$ cat config.mk
export PLATFORM = sky130hd
export DESIGN_NAME = rl_adapter
export DESIGN_NICKNAME = d
export VERILOG_FILES = /design/src/rtl/rl_adapter.sv
export SDC_FILE = /design/constraint.sdc
export NUM_CORES = 1
export LEC_CHECK = 0
export BUFFER_PORTS_ARGS = -buffer_cell sky130_fd_sc_hd__buf_2
export CAP_MARGIN = 20
export CORE_UTILIZATION = 30
export CTS_BUF_LIST = sky130_fd_sc_hd__clkbuf_16
export DETAILED_ROUTE_END_ITERATION = 12
export PLACE_DENSITY = 0.59
export SLEW_MARGIN = 25
export SYNTH_ARGS = -nofsm -noshare
export SYNTH_HDL_FRONTEND = slang
export SYNTH_SLANG_ARGS = --single-unit
export TNS_END_PERCENT = 10
$ cat constraint.sdc
create_clock -name clk -period 2 [get_ports clk]
set_input_delay 0.1 -clock clk [delete_from_list [all_inputs] [get_ports clk]]
set_output_delay 0.1 -clock clk [all_outputs]
set_load 0.01 [all_outputs]
$ cat src/rtl/rl_adapter.sv
module rl_adapter #(
  parameter int DW    = 16,
  parameter int DEPTH = 2
) (
  input  logic          clk,
  input  logic          rst,
  output logic          in_ready,
  input  logic          in_valid,
  input  logic [DW-1:0] in_data,
  input  logic          in_sop,
  input  logic          in_eop,
  output logic          out_valid,
  output logic [DW-1:0] out_data,
  output logic          out_sop,
  output logic          out_eop,
  input  logic          out_ready
);
  localparam int PW = DW + 2;
  localparam int AW = (DEPTH > 1) ? $clog2(DEPTH) : 1;
  localparam int CW = $clog2(DEPTH + 1);
  localparam logic [AW-1:0] LAST  = AW'(DEPTH - 1);
  localparam logic [CW-1:0] LIMIT = CW'(DEPTH - 2);
  localparam logic [CW-1:0] FULL  = CW'(DEPTH);

  logic [PW-1:0] mem [DEPTH];
  logic [AW-1:0] wp, rp;
  logic [CW-1:0] cnt, cnt_nx;
  logic [PW-1:0] obuf;
  logic          ov, rdy_q;

  wire [PW-1:0] word = {in_sop, in_eop, in_data};
  wire take      = !ov || out_ready;
  wire from_fifo = take && (cnt != '0);
  wire from_in   = take && (cnt == '0) && in_valid;
  wire push      = in_valid && !from_in;

  assign cnt_nx = cnt + CW'(push) - CW'(from_fifo);

  always_ff @(posedge clk) begin
    if (push) mem[wp] <= word;
  end

  always_ff @(posedge clk) begin
    if (rst) begin
      wp    <= '0;
      rp    <= '0;
      cnt   <= '0;
      ov    <= 1'b0;
      obuf  <= '0;
      rdy_q <= 1'b0;
    end else begin
      if (push)      wp <= (wp == LAST) ? '0 : wp + 1'b1;
      if (from_fifo) rp <= (rp == LAST) ? '0 : rp + 1'b1;
      cnt   <= cnt_nx;
      rdy_q <= (cnt_nx <= LIMIT);
      if (take) begin
        ov   <= from_fifo || from_in;
        obuf <= from_fifo ? mem[rp] : word;
      end
    end
  end

  assign in_ready  = rdy_q;
  assign out_valid = ov;
  assign {out_sop, out_eop, out_data} = obuf;


  reset_state_chk: assert property (@(posedge clk) disable iff (rst)
    $past(rst) |-> (!out_valid && !in_ready));


  hold_chk: assert property (@(posedge clk) disable iff (rst)
    (out_valid && !out_ready) |=> (out_valid && $stable(obuf)));


  src_protocol_chk: assert property (@(posedge clk) disable iff (rst)
    in_valid |-> $past(in_ready));


  no_overflow_chk: assert property (@(posedge clk) disable iff (rst)
    (cnt == FULL) |-> (!in_valid || !push));


  full_blocks_chk: assert property (@(posedge clk) disable iff (rst)
    (cnt == FULL) |-> !in_ready);
endmodule

# Word level (Yosys, flattened, before mapping)
# Memory sizes are Yosys's and may differ from the RTL's. A register that Yosys moved wholly into a read port is not among the register bits.
# Index checks and enable logic that the tools add are counted.
dict set report totals {
  input_bits 22
  output_inout_bits 20
  memories 1
  mem_bits_rw 36
  elab_cells 29
  reg_bits 24
}
dict set report classes {
  muxes 7
  addsub 4
  n_lt_le_gt_ge 1
  n_reduce_logical 10
}
# memory depth word_bits read_ports rd_ports_with_merged_regs wr line
set memory_table {}
lappend memory_table {mem 2 18 1 1 1 25} ;# logic [PW-1:0] mem [DEPTH];
# cell count
set ops {}
lappend ops {{18-bit two-way mux} 1}
lappend ops {{1-bit two-way mux} 6}
lappend ops {{1-bit logical AND} 4}
lappend ops {{1-bit adder (second input constant)} 2}
lappend ops {{2-bit by 1-bit adder with 2-bit output} 1}
lappend ops {{2-bit by 1-bit less-or-equal comparator with 1-bit output (second input constant)} 1}
lappend ops {{1-bit zero test} 2}
lappend ops {{2-bit zero test} 1}
lappend ops {{1-bit logical OR} 2}
lappend ops {{2-bit nonzero test} 1}
lappend ops {{2-bit by 1-bit subtractor with 2-bit output} 1}

# Longest topological paths before layout
dict set report logic_depth {
  depth_word 9
  ltp_mapped 9
  mapped_depth_nobuf 8
}

# Worst setup path after synthesis
# Ideal clock, no wire load.
dict set report synth_path {
  path_kind {register -> register}
  from {register ov, in the netlist out_valid}
  to {memory mem[1][0] (netlist bit), enable pin}
  arrival_time_ps 1460
  slack_ps 148
  synth_period_minus_slack_ps 1852
  stages_incl_launch_ff 4
  path_buffers 0
  setup_time_ps 393
  required_time_ps 1607
  cell_sequence {dfxtp_1 -> nor2b_4 -> o21ai_2 -> nor2_1}
}
dict set report synth_via {
  elab_chain_len 8
}
# item line
set synth_lines {}
lappend synth_lines {{start: declaration} 29} ;# logic ov, rdy_q;
lappend synth_lines {{start signal: assignment} 57} ;# ov <= from_fifo || from_in;
lappend synth_lines {{1-bit zero test} 32} ;# wire take = !ov || out_ready;
lappend synth_lines {{1-bit logical OR} 32}
lappend synth_lines {{1-bit logical AND (2 in a row)} 34} ;# wire from_in = take && (cnt == '0) && in_valid;
lappend synth_lines {{1-bit zero test} 35} ;# wire push = in_valid && !from_in;
lappend synth_lines {{1-bit logical AND} 35}
lappend synth_lines {{1-bit two-way mux} 40} ;# if (push) mem[wp] <= word;
lappend synth_lines {{1-bit two-way mux (not written as such)} 40}
lappend synth_lines {{end: declaration} 25}
# No other way between the ends.

# Worst setup path in the final report
dict set report layout_path {
  from {register cnt[1]}
  to {register rdy_q, in the netlist in_ready}
}
dict set report layout_via {
  elab_chain_len 8
  word_cells_on_any_way 10
  classes_between {add/sub: 2; order compare: 1; reduce/logical: 7}
}
# item line
set layout_lines {}
lappend layout_lines {{start: declaration} 27} ;# logic [CW-1:0] cnt, cnt_nx;
lappend layout_lines {{start signal: assignment} 54} ;# cnt <= cnt_nx;
lappend layout_lines {{2-bit zero test} 34}
lappend layout_lines {{1-bit logical AND (2 in a row)} 34}
lappend layout_lines {{1-bit zero test} 35}
lappend layout_lines {{1-bit logical AND} 35}
lappend layout_lines {{2-bit by 1-bit adder with 2-bit output} 37} ;# assign cnt_nx = cnt + CW'(push) - CW'(from_fifo);
lappend layout_lines {{2-bit by 1-bit subtractor with 2-bit output *} 37}
lappend layout_lines {{2-bit by 1-bit less-or-equal comparator with 1-bit output *} 55} ;# rdy_q <= (cnt_nx <= LIMIT);
lappend layout_lines {{end signal: assignment} 55}
lappend layout_lines {{end: declaration} 29}
# Every way passes the cells marked *; elsewhere a longest branch is shown, timed or not.
# A chain may end at the register's enable or synchronous reset.

==> flow_metrics.env <==
export IMPL_seqPwrFrac_pct=37.6
export IMPL_dp_hpwl_um=3180
export IMPL_syn_to_final_growth_pct=34.89
export IMPL_htreeDepth=3
export IMPL_rows=32
export IMPL_gp_congestion=0.6952
export IMPL_layout_common_cells="41 x buf_2, 36 x edfxtp_1, 25 x dfxtp_1, 20 x a21oi_1, 19 x nor3_1"
export IMPL_async_flop_share_pct=0
export IMPL_swShare_pct=28.21
export IMPL_crit_type="flop to flop"
export IMPL_stdcell_area_um2=3212
export IMPL_ys_seq_area_share_pct=66.42
export IMPL_synth_distinct_cells=24
export IMPL_antenna_cells=0
export IMPL_initialDrtViolationCount=42
export IMPL_grt_setup_unrepaired="no"
export IMPL_slew_headroom_pct=38.79
export IMPL_cts_buffers=9
export IMPL_die_x_um=91.09
export IMPL_clockPowerShare_pct=34.9
export IMPL_synth_cells=172
export IMPL_fin_nets=264
export IMPL_fp_coreArea_um2=7687
export IMPL_leakage_nw=1.280
export IMPL_endpoint_kind="flop"
export IMPL_worstPathBufferInverterCount=2
export IMPL_wl_um=4956
export IMPL_place_area_um2=2718
export IMPL_slowest_delay_ps=330
export IMPL_start_util_pct=30.97
export IMPL_grt_pass1_vias=1636
export IMPL_io_buffers=41
export IMPL_internal_power_mw=3.243
export IMPL_fin_crit_ps=1833
export IMPL_final_antenna_net_count=0
export IMPL_switchingPower_mw=1.274
export IMPL_worstPathCellList="buf_4 > nor2_2 > nor2_1 > ha_1 > inv_1 > ha_1 > xor2_1 > xnor2_1 > nor3b_2"
export IMPL_finalClockSkew_ps=4.292
export IMPL_dr_pass1_iters=4
export IMPL_hold_violations=0
export IMPL_maxCapViolCount=0
export IMPL_cp_common_cell="ha_1"
export IMPL_fillers=711
export IMPL_p_per_area_nw_per_um2=1406
export IMPL_p_comb_share_pct=27.6
export IMPL_ys_ff_latch=61
export IMPL_finalSetupViolations=0
export IMPL_cp_slowest_cell="dfxtp_1"
export IMPL_critPathLaunchType="flop"
export IMPL_drive_gt1_share_pct=29.39
export IMPL_ir_drop_v=0.0004620
export IMPL_antenna_found_initial=0
export IMPL_cts_tree="done"
export IMPL_cts_root_buf="clkbuf_16"
export IMPL_fmax_mhz=545.6
export IMPL_synth_edf_count=36
export IMPL_clk_path_buf_depth=2
export IMPL_via_per_inst=4.542
export IMPL_worstPathRequired_ps=2250
export IMPL_fp_dieH_um=91.09
export IMPL_post_route_period_util_pct=91.65
export IMPL_dieArea_um2=8297
export IMPL_outcome="finished clean"
export IMPL_wire_per_inst_um=14.28
export IMPL_overflow=0
export IMPL_path_delay_family="adder cells"
export IMPL_hp_class="input port to flop"
export IMPL_track_usage_pct=12.87
export IMPL_syn_area_um2=2381
export IMPL_fin_setup_tns_ps=0
export IMPL_num_vias=1576
export IMPL_drc_errors=0
export IMPL_clk_latency_ps=320
export IMPL_cp_max_fo=12
export IMPL_syn_area_per_cell_um2=13.84
export IMPL_synthFlopType="edfxtp_1"
export IMPL_path_clk_slew_ps=50
export IMPL_syn_nets=196
export IMPL_postCtsSetupRepairBufs=0
export IMPL_grt_pass1_wl_um=8066
export IMPL_grt_start_max_net_pins=20
export IMPL_mostFrequentLayoutCell="buf_2"
export IMPL_pin_count=42
export IMPL_drv_slew=0
export IMPL_cts_sinks=61
export IMPL_worst_pin_slew_ps=917.1
export IMPL_ys_warn_count=0
export IMPL_cp_arrival_ps=2080
[synthesized netlist by cell type (2+ instances only)]
library cell	count	area share, %
edfxtp_1	36	45
dfxtp_1	25	21
a21oi_1	20	4.2
nor3_1	19	4.0
a22o_1	18	6.6
mux2i_1	18	7.6
nor2_1	7	1.1
buf_6	5	2.4
buf_4	4	1.3
buf_2	3	0.63
ha_1	2	1.1
inv_1	2	0.32
nor2_2	2	0.53
[worst register-to-register path: stages, from the launching register on]
cell	delay, ps
dfxtp_1	330
buf_4	190
nor2_2	140
nor2_1	60
ha_1	280
inv_1	40
ha_1	180
xor2_1	150
xnor2_1	210
nor3b_2	190
[final timing paths]
check | slack, ps | startpoint | cells after the start | endpoint
max | 170 | cnt[1]$_SDFF_PP0_ | 9 | in_ready$_SDFF_PP0_
min | 70 | in_valid | 3 | out_valid$_SDFFE_PP0P_
max reg2reg | 170 | cnt[1]$_SDFF_PP0_ | 9 | in_ready$_SDFF_PP0_
min reg2reg | 470 | obuf[13]$_SDFFE_PP0P_ | 1 | obuf[13]$_SDFFE_PP0P_
[area by class of cell]
type                    count  area [µm²]  share of cell area, %
flip-flops and latches     61        1582                  49.24
repair buffers             69       485.5                  15.11
clock inverters             7       83.83                  2.610
well taps                 102       127.6                  3.973
clock buffers               9       225.2                  7.012
inverters                   2       7.507                 0.2337
multi-input cells          97       700.7                  21.82
[flip-flops by register name (all words and copies together) (netlist names), named ones only]
register,cells
cnt,2
out_valid,1
rp,1
wp,1
obuf,18
mem,36
in_ready,1
[kinds of logic (layout without fill, tap and decap cells)]
group           count (synthesis)  after routing  share of synthesized area [%]
flops                          61             61                          66.42
fa+ha+maj                       2              2                          1.051
xor+xnor                        2              2                         0.7358
compound gates                 40             40                          11.40
buf+inv                        14             87                          4.572
mux                            19             19                          8.040
simple gates                   34             34                          7.778
[routing by layer]
metal,global-route usage [%],part of all wire [%]
met1,14.94,43
met2,21.91,51
met3,2.429,2.6
met4,7.937,2.5
met5,0,0
[per-stage QoR]
stage	setup slack (ps)	hold slack (ps)	power, mW	instances	utilization [%]
after floorplan	147.7	198.9	2.578	172	-
after global placement	265.9	306.5	2.915	313	35.35
after detailed placement	164.5	307.0	2.940	313	35.35
after CTS	158.1	58.89	4.555	347	41.72
after global routing	91.00	81.19	4.746	347	41.78
final	167.1	66.38	4.517	347	41.78
[power by group through the flow]
stage | logic [mW] | registers [mW] | clock network [mW]
finish | 1.25 | 1.70 | 1.57
global placement | 1.21 | 1.71 | 0
global route | 1.37 | 1.72 | 1.66
CTS | 1.25 | 1.70 | 1.61
floorplan | 0.812 | 1.77 | 0
detailed placement | 1.22 | 1.72 | 0
[what timing repair did]
item	CTS	global route
resized for setup	0	1
hold buffers	18	0
setup endpoints to repair	0	1
endpoints found under the hold margin	34	0
No activity file was read; power rests on OpenSTA's default activity.
